### src/rtl/spi_edge_pkg.sv
package spi_edge_pkg;

    // Master clock state machine states
    typedef enum logic [0:0] {
        M_IDLE = 1'b0,
        M_RUN  = 1'b1
    } mst_state_t;

    // Edge kind reported by either path, before phase mapping
    typedef struct packed {
        logic lead;
        logic trail;
    } edge_pair_t;

endpackage

### src/rtl/spi_sck_master.sv
module spi_sck_master
    import spi_edge_pkg::*;
#(
    parameter int BITS = 8
) (
    input  logic       clk,
    input  logic       rst_n,
    input  logic       cpol,
    input  logic       start,
    input  logic       baud_tick,
    output logic       sck,
    output logic       idle,
    output edge_pair_t edges
);
    localparam int HALVES = 2 * BITS;
    localparam int CW     = (HALVES > 2) ? $clog2(HALVES) : 1;
    localparam logic [CW-1:0] LAST_HALF = CW'(HALVES - 1);

    mst_state_t    state_q, state_d;
    logic [CW-1:0] half_q;
    logic          phase_q;
    logic          lead_q, trail_q;

    // State register
    always_ff @(posedge clk or negedge rst_n) begin
        if (!rst_n) begin
            state_q <= M_IDLE;
        end else begin
            state_q <= state_d;
        end
    end

    // Next-state logic
    always_comb begin
        state_d = state_q;
        unique case (state_q)
            M_IDLE: if (start)                            state_d = M_RUN;
            M_RUN:  if (baud_tick && half_q == LAST_HALF) state_d = M_IDLE;
            default:                                      state_d = M_IDLE;
        endcase
    end

    // Outputs and datapath
    always_ff @(posedge clk or negedge rst_n) begin
        if (!rst_n) begin
            half_q  <= '0;
            phase_q <= 1'b0;
            lead_q  <= 1'b0;
            trail_q <= 1'b0;
        end else begin
            lead_q  <= 1'b0;
            trail_q <= 1'b0;
            unique case (state_q)
                M_IDLE: begin
                    half_q  <= '0;
                    phase_q <= 1'b0;
                end
                M_RUN: begin
                    if (baud_tick) begin
                        phase_q <= ~phase_q;
                        half_q  <= half_q + 1'b1;
                        if (!phase_q) lead_q  <= 1'b1;
                        else          trail_q <= 1'b1;
                    end
                end
                default: begin
                    half_q  <= '0;
                    phase_q <= 1'b0;
                end
            endcase
        end
    end

    assign sck         = cpol ^ phase_q;
    assign idle        = (state_q == M_IDLE);
    assign edges.lead  = lead_q;
    assign edges.trail = trail_q;

endmodule

### src/rtl/spi_sck_slave.sv
module spi_sck_slave
    import spi_edge_pkg::*;
#(
    parameter int SYNC_STAGES = 2
) (
    input  logic       clk,
    input  logic       rst_n,
    input  logic       cpol,
    input  logic       sck_in,
    output edge_pair_t edges
);
    localparam int FILL   = SYNC_STAGES + 1;
    localparam int FW     = $clog2(FILL + 1);
    localparam logic [FW-1:0] FILL_MAX = FW'(FILL);

    logic [SYNC_STAGES-1:0] sync_q;
    logic                   prev_q;
    logic [FW-1:0]          fill_q;
    logic                   armed;
    logic                   cur;

    genvar g;
    for (g = 0; g < SYNC_STAGES; g++) begin : g_sync
        if (g == 0) begin : g_first
            always_ff @(posedge clk or negedge rst_n) begin
                if (!rst_n) sync_q[0] <= 1'b0;
                else        sync_q[0] <= sck_in;
            end
        end else begin : g_next
            always_ff @(posedge clk or negedge rst_n) begin
                if (!rst_n) sync_q[g] <= 1'b0;
                else        sync_q[g] <= sync_q[g-1];
            end
        end
    end

    always_ff @(posedge clk or negedge rst_n) begin
        if (!rst_n) begin
            prev_q <= 1'b0;
            fill_q <= '0;
        end else begin
            prev_q <= sync_q[SYNC_STAGES-1];
            if (fill_q != FILL_MAX) fill_q <= fill_q + 1'b1;
        end
    end

    // Edges are trusted only once the pipeline holds real samples
    assign armed       = (fill_q == FILL_MAX);
    assign cur         = sync_q[SYNC_STAGES-1];
    assign edges.lead  = armed && (prev_q == cpol) && (cur != cpol);
    assign edges.trail = armed && (prev_q != cpol) && (cur == cpol);

endmodule

### src/rtl/spi_strobe_select.sv
module spi_strobe_select
    import spi_edge_pkg::*;
(
    input  logic       role_mst,
    input  logic       cpha,
    input  edge_pair_t mst_edges,
    input  edge_pair_t slv_edges,
    output logic       shift_stb,
    output logic       sample_stb,
    output logic       count_tick
);
    edge_pair_t pick;

    always_comb begin
        pick       = role_mst ? mst_edges : slv_edges;
        shift_stb  = cpha ? pick.lead  : pick.trail;
        sample_stb = cpha ? pick.trail : pick.lead;
        count_tick = pick.trail;
    end

endmodule

### src/rtl/spi_edge_gen.sv
module spi_edge_gen
    import spi_edge_pkg::*;
#(
    parameter int BITS        = 8,
    parameter int SYNC_STAGES = 2
) (
    input  logic clk,
    input  logic rst_n,
    input  logic role_mst,
    input  logic cpol,
    input  logic cpha,
    input  logic start,
    input  logic baud_tick,
    input  logic sck_in,
    output logic sck_out,
    output logic shift_stb,
    output logic sample_stb,
    output logic count_tick
);
    edge_pair_t mst_edges, slv_edges;
    logic       mst_idle;

    spi_sck_master #(.BITS(BITS)) u_master (
        .clk       (clk),
        .rst_n     (rst_n),
        .cpol      (cpol),
        .start     (start & role_mst),
        .baud_tick (baud_tick),
        .sck       (sck_out),
        .idle      (mst_idle),
        .edges     (mst_edges)
    );

    spi_sck_slave #(.SYNC_STAGES(SYNC_STAGES)) u_slave (
        .clk    (clk),
        .rst_n  (rst_n),
        .cpol   (cpol),
        .sck_in (sck_in),
        .edges  (slv_edges)
    );

    spi_strobe_select u_select (
        .role_mst   (role_mst),
        .cpha       (cpha),
        .mst_edges  (mst_edges),
        .slv_edges  (slv_edges),
        .shift_stb  (shift_stb),
        .sample_stb (sample_stb),
        .count_tick (count_tick)
    );

endmodule

### config.mk
export PLATFORM = sky130hd
export DESIGN_NAME = spi_edge_gen
export DESIGN_NICKNAME = d
export VERILOG_FILES = /design/src/rtl/spi_edge_pkg.sv /design/src/rtl/spi_sck_master.sv /design/src/rtl/spi_sck_slave.sv /design/src/rtl/spi_strobe_select.sv /design/src/rtl/spi_edge_gen.sv
export SDC_FILE = /design/constraint.sdc
export NUM_CORES = 1
export LEC_CHECK = 0
export BUFFER_PORTS_ARGS = -buffer_cell sky130_fd_sc_hd__buf_2
export CORE_MARGIN = 1.5
export CORE_UTILIZATION = 40
export CTS_BUF_LIST = sky130_fd_sc_hd__clkbuf_2 sky130_fd_sc_hd__clkbuf_4 sky130_fd_sc_hd__clkbuf_8
export DETAILED_ROUTE_END_ITERATION = 16
export PLACE_DENSITY = 0.57
export RECOVER_POWER = 100
export REMOVE_ABC_BUFFERS = 1
export SLEW_MARGIN = 30
export SYNTH_ARGS = -nofsm -noshare
export SYNTH_HDL_FRONTEND = slang
export SYNTH_SLANG_ARGS = --single-unit
### constraint.sdc
create_clock -name clk -period 3 [get_ports clk]
set_input_delay 0.6 -clock clk [delete_from_list [all_inputs] [get_ports clk]]
set_output_delay 0.6 -clock clk [all_outputs]
set_load 0.01 [all_outputs]
# Word-level counts from Yosys, hierarchy flattened
# Index checks and enable logic that the tools add are counted.
# word_totals
ff_bits	13
elab_cells	44
out_inout_bits	4
inputBits	8
# op_classes
n_addsub	2
n_mux	16
reduce_logical	5
eq_ne	8
bitwise	4
# ops
cell	n
$mux W1	11
$pmux W4 S2	1
$logic_and A1 B1 Y1	5
$add A4 B1 Y4 const B	1
$eq A4 B4 Y1 const B	1
$mux W4	1
$ne A2 B2 Y1 const B	2
$pmux W1 S2	2
$add A2 B1 Y2 const B	1
$eq A1 B1 Y1	2
$eq A2 B2 Y1 const B	1
$mux W2	1
$ne A1 B1 Y1	2
$not A1 Y1	2
$and A1 B1 Y1	1
$xor A1 B1 Y1	1

# Depth between registers and ports, before layout
# depth
word_depth	5
depth_mapped	4

# Cells and area by module
# A second synthesis with hierarchy kept.
# hier_totals
hier_cells	51
area_unflattened_um2	648.1
# by_module_without_submodules
mod	area_each_um2	cells_each	instances
spi_sck_master	385.4	33	1
spi_sck_slave	192.7	14	1
spi_strobe_select	63.8	3	1
spi_edge_gen	6.3	1	1

# Least setup slack after synthesis
# No wires, ideal clock.
# synth_timing
kind	in2out
start	input port role_mst
end	output port shift_stb
setup_slack_ps	1238
cell_stages	3
arrival_time_ps	1162
t_required_ps	2400
path_cell_list	and2b_1 > o21ai_1 > a32oi_1
# synth_via
elab_chain_cells	2
# synth_rtl
element	line_no	rtl
start: declaration	spi_edge_gen.sv:9	input logic role_mst,
$mux W2	spi_strobe_select.sv:15	pick = role_mst ? mst_edges : slv_edges;
$mux W1	spi_strobe_select.sv:16	shift_stb = cpha ? pick.lead : pick.trail;
end: declaration	spi_edge_gen.sv:16	output logic shift_stb,
# Every way passes these cells.

# Worst setup path after layout
# layout_timing
start	register u_slave.fill_q[0]
end	output port sample_stb
# layout_via
elab_chain_cells	5
elab_cells_between_ends	7
classes_between	1 x eq/ne; 2 x mux; 4 x reduce/logical
# layout_rtl
element	line_no	rtl
start: declaration	spi_sck_slave.sv:18	logic [FW-1:0] fill_q;
start signal: assignment	spi_sck_slave.sv:43	if (fill_q != FILL_MAX) fill_q <= fill_q + 1'b1;
$eq A2 B2 Y1 (*)	spi_sck_slave.sv:48	assign armed = (fill_q == FILL_MAX);
$logic_and A1 B1 Y1 (on tied branches) (2 in a row)	spi_sck_slave.sv:50, spi_sck_slave.sv:51	
$mux W2 (*)	spi_strobe_select.sv:15	
$mux W1 (*)	spi_strobe_select.sv:17	sample_stb = cpha ? pick.trail : pick.lead;
end: declaration	spi_edge_gen.sv:17	output logic sample_stb,
# Every way passes the cells marked *; elsewhere a longest branch is shown, timed or not.

==> flow_summary.json <==
{
  "route.final.wire_length_um": 830,
  "r2r_slack_ps": 1960,
  "cts_root_buffer": "clkbuf_4",
  "synth_cells": 52,
  "critical_path_required_ps": 2400,
  "outcome": "complete, no violations",
  "worstPathBufferInverterCount": 1,
  "synthesis.area_per_instance_sq_um": 11.5,
  "max_capacitance_violation_count": 0,
  "initial_utilization": 0.444,
  "ctsHoldBuffers": 0,
  "drt_iter0_drc": 3,
  "synth.yosys.warnings": 0,
  "number_of_enable_type_register_cells_in_the_synthesized_netlist": 0,
  "ff2ff_path_depth": 2,
  "worst_path_max_delay_cell": "dfrtp_1",
  "launching_element_of_the_worst_setup_path": "u_slave.fill_q[0]$_DFFE_PN0P_",
  "postLayoutCoreUtil": 0.510,
  "fin_tns_setup_ps": 0,
  "first_pass_grt_wire_length_um": 1420,
  "synth.yosys.seq_area_share": 0.543,
  "relSlewSlack": 0.576,
  "synthDominantAreaCellType": "dfrtp_1",
  "first_global_vias": 351,
  "grt_overflow": 0,
  "cts.path.max_buffers": 2,
  "vias": 394,
  "worstReg2RegEnd": "u_slave.fill_q[1]$_DFFE_PN0P_",
  "antenna_found_initial": 0,
  "cp_num_cells": 5,
  "rr_startpoint": "u_slave.fill_q[0]$_DFFE_PN0P_",
  "synthesis.area_sq_um": 599,
  "post-synth-top-area-fraction": 0.543,
  "clock_sink_count": 13,
  "p_clk_frac": 0.228,
  "buffers_inserted_by_post_cts_timing_repair": 0,
  "clkTransAtPathRegs_ps": 70,
  "max_freq_mhz": 471,
  "worst_path_dominant_cell_family": "flip-flops",
  "port-buffer-count": 11,
  "pre_antenna_drt_iters": 3,
  "fill_cells": 138,
  "remaining_drc_errors": 0,
  "clock_latency_ps": 270,
  "die_area_sq_um": 1740,
  "rows": 13,
  "combinational_power_share": 0.244,
  "timing.final.setup_violations": 0,
  "largest_net_degree_at_the_start_of_global_routing": 14,
  "timing.critical_path.arrival_ps": 1520,
  "net-switching-power_uw": 149,
  "global_route.usage.total": 0.113,
  "clock_skew_ps": 0.154,
  "yosys_register_bits": 13,
  "cts_max_level": 1,
  "asyncSetResetFlopFracSynth": 1.00,
  "min_path_type": "in2async",
  "io_pins": 12,
  "period_needed_ps": 2120,
  "numCtsBuffers": 3,
  "power_density_nw_per_um2": 723,
  "path_max_fanout": 3,
  "ys_top_cells_by_area": "dfrtp_1 (54%), nand2_1 (4.4%), xnor2_1 (4.4%)",
  "crit_path_max_incr_delay_ps": 360,
  "dieWidth_um": 41.7,
  "post_synth_num_cell_types": 22,
  "rsz0062_at_grt": "no",
  "dp_hpwl_um": 610,
  "intPower_uw": 349,
  "area_growth_pct": 14.8,
  "seqPwrFrac": 0.528,
  "core_sq_um": 1350,
  "routabilityCongestion": 0.670,
  "irDropWorstVdd_uv": 348,
  "antenna-diode-count": 0,
  "routed_via_density": 4.86,
  "die_h_um": 41.7,
  "crit_type": "reg2out",
  "timing_worst_slew_pin_value_ps": 635,
  "detail_route.wl_per_cell_um": 10.2,
  "ctsResizeCount": 0,
  "endpoint": "sample_stb",
  "cells_traversed_along_the_worst_timing_path": "ha_1 > and2b_1 > o21ai_0 > a32oi_1 > clkbuf_1",
  "p_sw_frac": 0.299,
  "drive_gt1_frac": 0.182,
  "worstSetupStartpointType": "flop",
  "ant_nets": 0,
  "hold_viol_final": 0,
  "num-nets-final": 77,
  "synth_top_flop_cell": "dfrtp_1",
  "finalMaxSlewViolations": 0,
  "library_cell_with_the_highest_instance_count_after_synthesis": "dfrtp_1",
  "leakage_uw": 0.000310,
  "finalCritPeriodShare": 0.707,
  "endpoint_kind": "output pin",
  "top_cells_by_instance_count_after_synthesis": "dfrtp_1 (13), nand2_1 (7), and2_1 (4), xnor2_1 (3), xor2_1 (3)",
  "cts_tree": "yes"
}
[cells in the final DEF, fill, tap and decap left out]
cell,Yosys,routed
nor2b_1,1,1
nor2_1,1,1
mux2_2,1,1
clkbuf_4,0,4
and2b_1,1,1
nor3b_1,1,1
nand2_1,7,7
and3b_1,2,2
and2_0,0,3
buf_2,1,6
xnor2_1,3,3
ha_1,2,2
o21ai_1,1,1
xor2_1,3,3
dfrtp_1,13,13
mux2i_1,1,1
nor3b_2,1,1
clkbuf_1,0,5
nand4_1,1,1
and2_1,4,1
o21ai_0,2,3
a32oi_1,2,2
and3_1,1,1
a21oi_1,2,2
[worst reg2reg max path: cells and delay by family, from the launching register on]
family,cells,cell delay (ps)
flops,1,390
fa+ha+maj,1,290
mux,1,260
[power by group through the flow]
stage | sequential [uW] | clock, uW | combinational, uW
3_3_place_gp | 268 | 0 | 126
2_1_floorplan | 258 | 0 | 94.9
6_report | 263 | 114 | 121
5_1_grt | 269 | 128 | 141
4_1_cts | 264 | 120 | 130
3_5_place_dp | 267 | 0 | 128
[routing by layer]
layer | global-route usage | up-vias | routed length (um)
li1 | - | 208 | -
met2 | 0.153 | 11 | 333
met4 | 0.116 | 0 | 30
met1 | 0.141 | 173 | 428
met5 | 0 | - | 0
met3 | 0.0261 | 2 | 37
[through the flow]
stage / instances / worst slack (ps) / instance area (sq um) / hold WS, ps / total power (uW)
6_report: 81 / 878 / 688 / 315 / 498
4_1_cts: 81 / 912 / 698 / 190 / 514
5_1_grt: 81 / 697 / 688 / 383 / 538
3_5_place_dp: 77 / 1010 / 668 / 344 / 395
3_3_place_gp: 77 / 1020 / 668 / 338 / 393
2_1_floorplan: 51 / 1240 / 594 / 304 / 353
[logic make-up (layout without fill, tap and decap cells)]
family,Yosys count,in the layout,share of synthesized area
flops,13,13,0.543
simple gates,20,20,0.198
mux,2,2,0.0355
compound gates,8,8,0.0856
buf+inv,1,15,0.00834
fa+ha+maj,2,2,0.0417
xor+xnor,6,6,0.0877
[worst min path at each step]
stage,from,end,slack [ps]
3_5_place_dp,u_slave.sync_q[0]$_DFF_PN0_,u_slave.cur$_DFF_PN0_,340
3_3_place_gp,u_slave.sync_q[0]$_DFF_PN0_,u_slave.cur$_DFF_PN0_,340
5_1_grt,u_slave.sync_q[0]$_DFF_PN0_,u_slave.cur$_DFF_PN0_,380
6_report,rst_n,u_slave.cur$_DFF_PN0_,310
4_1_cts,rst_n,u_slave.cur$_DFF_PN0_,190
2_1_floorplan,rst_n,u_master.half_q[0]$_DFFE_PN0P_,300
[area by class of cell]
cell class                 instances  area, sq um  share of cell area
clock buffer                       4         30.0              0.0436
multi-input combinational         38          265               0.385
sequential                        13          325               0.473
tap                               15         18.8              0.0273
timing repair buffer              11         48.8              0.0709
[state kept, by name (all words and copies together), names as in the netlist]
signal            flops
u_master.lead_q       1
u_master.state_q      1
u_master.trail_q      1
u_master.half_q       4
u_master.phase_q      1
u_slave.fill_q        2
u_slave.cur           1
u_slave.prev_q        1
u_slave.sync_q        1
No activity file was read; power rests on OpenSTA's default activity.
